## src/rtl/rstcond_pkg.sv

```systemverilog
package rstcond_pkg;

  // Nominal clock and target rejection window, in picoseconds.
  localparam int unsigned NOMINAL_PERIOD_PS = 5000;
  localparam int unsigned TARGET_WINDOW_PS  = 100000;

  // Default qualification length in clock cycles (about 100 ns at 200 MHz).
  localparam int unsigned DEFAULT_FILTER_CYCLES = TARGET_WINDOW_PS / NOMINAL_PERIOD_PS;

  // Width of a counter that must hold 0..limit, never below one bit.
  function automatic int unsigned ctr_width(input int unsigned limit);
    int unsigned w;
    w = $clog2(limit + 1);
    return (w < 1) ? 1 : w;
  endfunction

endpackage

```

## src/rtl/rstcond_sync.sv

```systemverilog
// Plain multi-flop synchroniser with a power-up value instead of a reset.
module rstcond_sync #(
  parameter int unsigned STAGES = 2,
  parameter bit          INIT   = 1'b1
) (
  input  logic clk,
  input  logic d_i,
  output logic q_o
);

  logic [STAGES-1:0] sr = {STAGES{INIT}};

  generate
    if (STAGES == 1) begin : g_single
      always_ff @(posedge clk) begin
        sr <= d_i;
      end
    end else begin : g_chain
      always_ff @(posedge clk) begin
        sr <= {sr[STAGES-2:0], d_i};
      end
    end
  endgenerate

  assign q_o = sr[STAGES-1];

endmodule

```

## src/rtl/rstcond_qual.sv

```systemverilog
// Qualification counter: saturates after FILTER_CYCLES samples of a high
// synchronised level; the result is ANDed with the raw pin so release is
// immediate.
module rstcond_qual
  import rstcond_pkg::*;
#(
  parameter int unsigned FILTER_CYCLES = DEFAULT_FILTER_CYCLES
) (
  input  logic clk,
  input  logic level_i,
  input  logic raw_i,
  output logic filt_o
);

  localparam int unsigned CW = ctr_width(FILTER_CYCLES);
  localparam logic [CW-1:0] LIMIT = CW'(FILTER_CYCLES);

  // Starts saturated so that a pin held high at power-up is honoured at once.
  logic [CW-1:0] run_q = LIMIT;
  logic          full;

  assign full = (run_q == LIMIT);

  always_ff @(posedge clk) begin
    if (!level_i) begin
      run_q <= '0;
    end else if (!full) begin
      run_q <= run_q + 1'b1;
    end
  end

  assign filt_o = full & raw_i;

endmodule

```

## src/rtl/rstcond_release.sv

```systemverilog
// Reset bridge: enters reset asynchronously, leaves it through a flop chain
// that shifts in the lock flag.
module rstcond_release #(
  parameter int unsigned STAGES = 2
) (
  input  logic clk,
  input  logic arst_i,
  input  logic lock_i,
  output logic rst_n_o
);

  logic [STAGES-1:0] chain_q = '0;

  generate
    if (STAGES == 1) begin : g_single
      always_ff @(posedge clk or posedge arst_i) begin
        if (arst_i) chain_q <= '0;
        else        chain_q <= lock_i;
      end
    end else begin : g_chain
      always_ff @(posedge clk or posedge arst_i) begin
        if (arst_i) chain_q <= '0;
        else        chain_q <= {chain_q[STAGES-2:0], lock_i};
      end
    end
  endgenerate

  assign rst_n_o = chain_q[STAGES-1];

endmodule

```

## src/rtl/rst_conditioner.sv

```systemverilog
module rst_conditioner
  import rstcond_pkg::*;
#(
  parameter int unsigned FILTER_CYCLES  = DEFAULT_FILTER_CYCLES,
  parameter int unsigned PIN_SYNC_DEPTH = 2,
  parameter int unsigned RELEASE_DEPTH  = 2
) (
  input  logic clk,
  input  logic rst_pin_i,
  input  logic clk_lock_i,
  output logic rst_filt_o,
  output logic rst_n_o
);

  logic pin_sync;

  rstcond_sync #(
    .STAGES (PIN_SYNC_DEPTH),
    .INIT   (1'b1)
  ) u_pin_sync (
    .clk (clk),
    .d_i (rst_pin_i),
    .q_o (pin_sync)
  );

  rstcond_qual #(
    .FILTER_CYCLES (FILTER_CYCLES)
  ) u_qual (
    .clk     (clk),
    .level_i (pin_sync),
    .raw_i   (rst_pin_i),
    .filt_o  (rst_filt_o)
  );

  rstcond_release #(
    .STAGES (RELEASE_DEPTH)
  ) u_release (
    .clk     (clk),
    .arst_i  (rst_filt_o),
    .lock_i  (clk_lock_i),
    .rst_n_o (rst_n_o)
  );

endmodule

```

## config.mk

```make
export PLATFORM = sky130hd
export DESIGN_NAME = rst_conditioner
export DESIGN_NICKNAME = d
export VERILOG_FILES = /design/src/rtl/rstcond_pkg.sv /design/src/rtl/rstcond_sync.sv /design/src/rtl/rstcond_qual.sv /design/src/rtl/rstcond_release.sv /design/src/rtl/rst_conditioner.sv
export SDC_FILE = /design/constraint.sdc
export NUM_CORES = 1
export LEC_CHECK = 0
export ABC_AREA = 1
export ABC_CLOCK_PERIOD_IN_PS = 900
export BUFFER_PORTS_ARGS = -buffer_cell sky130_fd_sc_hd__buf_4
export CELL_PAD_IN_SITES_DETAIL_PLACEMENT = 0
export CELL_PAD_IN_SITES_GLOBAL_PLACEMENT = 2
export CORE_MARGIN = 5
export CORE_UTILIZATION = 29
export CTS_BUF_LIST = sky130_fd_sc_hd__clkbuf_2
export DETAILED_ROUTE_END_ITERATION = 7
export PLACE_DENSITY = 0.79
export SYNTH_ARGS = -nofsm -noshare
export SYNTH_HDL_FRONTEND = slang
export SYNTH_SLANG_ARGS = --single-unit
```

## constraint.sdc

```tcl
create_clock -name clk -period 0.9 [get_ports clk]
set_input_delay 0.045 -clock clk [delete_from_list [all_inputs] [get_ports clk]]
set_output_delay 0.045 -clock clk [all_outputs]
set_load 0.02 [all_outputs]
```

==> reports/results.ini <==
[outcome]
status = finished, violations left
violations = negative hold slack, negative setup slack

[drt]
drtPass1Iterations = 4
wl_per_cell_um = 9.49
num_vias = 370
drc = 0
drtIter0Drc = 2
drtAntennaViolNets = 0
via_per_inst = 4.30
finalWirelength_um = 816

[flow_run]
cap_violations = 0

[synth]
netlist_area_um2 = 388
yosys-top-cells-area = dfxtp_1 (36%), dfrtp_1 (13%), nand2_1 (8.7%)
synth_top_area_cell = dfxtp_1
synth.top_cell.area_share_pct = 36.1
synth_seq_cells = 9
synth_nets = 52
synth_seq_area_share_pct = 49.0
syn_area_per_cell_um2 = 8.25
synth_cell_types = 15
yosys_warnings = 0
synthCells = 47

[setup_path]
critPathTopFamily = flip-flops
worstPathRequired_ps = 850
worst-path-buf-inv = 3
end_kind = primary output
critPathMostFrequentCell = inv_2
worstSetupStartpointType = flop
worst_path_max_delay_cell = dfxtp_2
cp.arrival_ps = 1150
critPathMaxStageDelay_ps = 340
critical_path_class = reg2out
cp_cell_sequence = inv_2, ha_4, nand2_4, nor2_4, nand2_2, inv_2, buf_6
cp_max_fo = 2

[die]
die-area_um2 = 2170
core_um2 = 1280
ios = 5
num_rows = 13
start_util_pct = 30.2
dieWidth_um = 46.6
die_y_um = 46.6

[power]
pwr_density_cell_nw_per_um2 = 1330
p_leak_nw = 0.300
peakVddDrop_mv = 0.829

[sta]
setup_ws_ps = -298
setup_viol = 6
max_slew_margin_pct = 85.3
period_needed_ps = 1200
max_freq_mhz = 834
tightestPinTransition_ps = 221
maxSlewViolCount = 0
rsz0062_at_grt = true
setup_tns_ps = -1160
fin_crit_sh_pct = 133
finClkSkew_ps = 3.16
hold_violations = 3
hold_ws_ps = -248

[placed_design]
hpwlAfterDp_um = 546
finalWeightedCongestion = 0.657
io_buffers = 4

[clock_network]
cts_buffers = 3
h-tree-depth = 1
cts_tree = done
clkLatencyLatePin_ps = 250
cts.sinks = 9
cts_hold_buf = 1
clk_path_buf_depth = 2
ctsRootBufferMaster = clkbuf_2
path_clk_slew_ps = 90

[grt]
overflow = 0
grt_max_degree = 7
antenna_found_initial = 0
grt_usage_pct = 10.6
grt_pass1_wl_um = 1470
grt_pass1_vias = 408

[layout]
nFillCells = 131
drive_above_1_share_pct = 64.8
fin_util_pct = 50.6
area_growth_pct = 67.7
n_antenna_cell = 0
nets = 77

[worst_hold_path]
hold_class = in2async

-- tightest hold or removal path, stage by stage --
cell     delay, ps
buf_4          110
nand2_2         60
buf_4          110
-- sequential cells by signal, indices dropped and copies added, names as in the netlist --
| name | cells |
|---|---|
| u_release.chain_q | 2 |
| u_qual.run_q | 5 |
| u_pin_sync.sr | 2 |
-- per-layer routing --
metal	share of wire, %	wire, um	GRT usage [%]
met5	0	0	0
met4	4.9	40	11.9
met2	49	400	18.4
met3	4.2	34	2.34
met1	42	342	9.28
-- layout by cell type (no fill, tap or decap), types with 3 or more instances in the layout --
master,netlist,routed
inv_2,1,4
nor2_2,1,3
inv_1,8,4
nand2_1,9,5
dfxtp_1,7,5
nand2_2,1,4
buf_4,0,18
clkbuf_2,0,4
nor2_1,5,3
-- what timing repair did --
action | in CTS | in global routing
hold endpoints to repair | 4 | 3
endpoints found under the setup margin | 6 | 6
pin swaps | 5 | 3
gates resized for setup | 8 | 6
buffers inserted | 7 | 2
-- synth_stat cells (all sizes together) --
cell type / number
nand4: 2
xnor2: 1
nand2: 10
inv: 9
buf: 1
dfxtp: 7
nand3: 4
nor2: 7
dfrtp: 2
a21oi: 2
ha: 2
-- metrics by stage --
step / cells / worst slack [ps] / total power, W / cell area, um^2 / hold slack (ps)
2_1_floorplan: 47 / 3.16 / 0.000514 / 413 / -201
3_3_place_gp: 74 / -67.1 / 0.000565 / 518 / 31.7
3_5_place_dp: 74 / -82.3 / 0.000564 / 518 / 33.0
4_1_cts: 86 / -336 / 0.000870 / 636 / -255
5_1_grt: 86 / -386 / 0.000913 / 651 / -255
6_report: 86 / -298 / 0.000862 / 651 / -248
-- worst paths after layout --
path	startpoint	end	slack (ps)	cells after the start
setup / recovery	u_qual.run_q[1]	rst_filt_o	-300	7
hold / removal	rst_pin_i	u_release.chain_q[0]	-250	3
setup reg to reg	u_qual.run_q[1]	u_qual.run_q[0]	-250	9
hold reg to reg	u_qual.run_q[4]	u_release.chain_q[0]	320	4
max in group asynchronous	u_qual.run_q[1]	u_release.chain_q[1]	310	6
min in group clk	rst_pin_i	u_pin_sync.sr[0]	-90	1
-- power breakdown --
part / total (W) / switching [W] / internal (W) / leakage (nW)
Combinational: 0.000159 / 0.0000682 / 0.0000911 / 0.204
Clock: 0.000266 / 0.000147 / 0.000118 / 0.0166
Sequential: 0.000438 / 0.0000149 / 0.000423 / 0.0792
Total: 0.000862 / 0.000231 / 0.000632 / 0.300
-- cells by family after synthesis --
| family | share of synthesized area, % |
|---|---|
| compound gates | 2.58 |
| buf+inv | 11.6 |
| simple gates | 28.1 |
| fa+ha+maj | 6.45 |
| flops | 49.0 |
| xor+xnor | 2.26 |
-- area by class of cell --
type	count	area, um^2	area share [%]
multi-input cells	28	215	33.1
flip-flops and latches	9	193	29.6
repair buffers	21	168	25.8
inverters	9	36.3	5.58
clock buffers	4	20.0	3.08
well taps	15	18.8	2.88
Power figures use the tool's default switching activity.
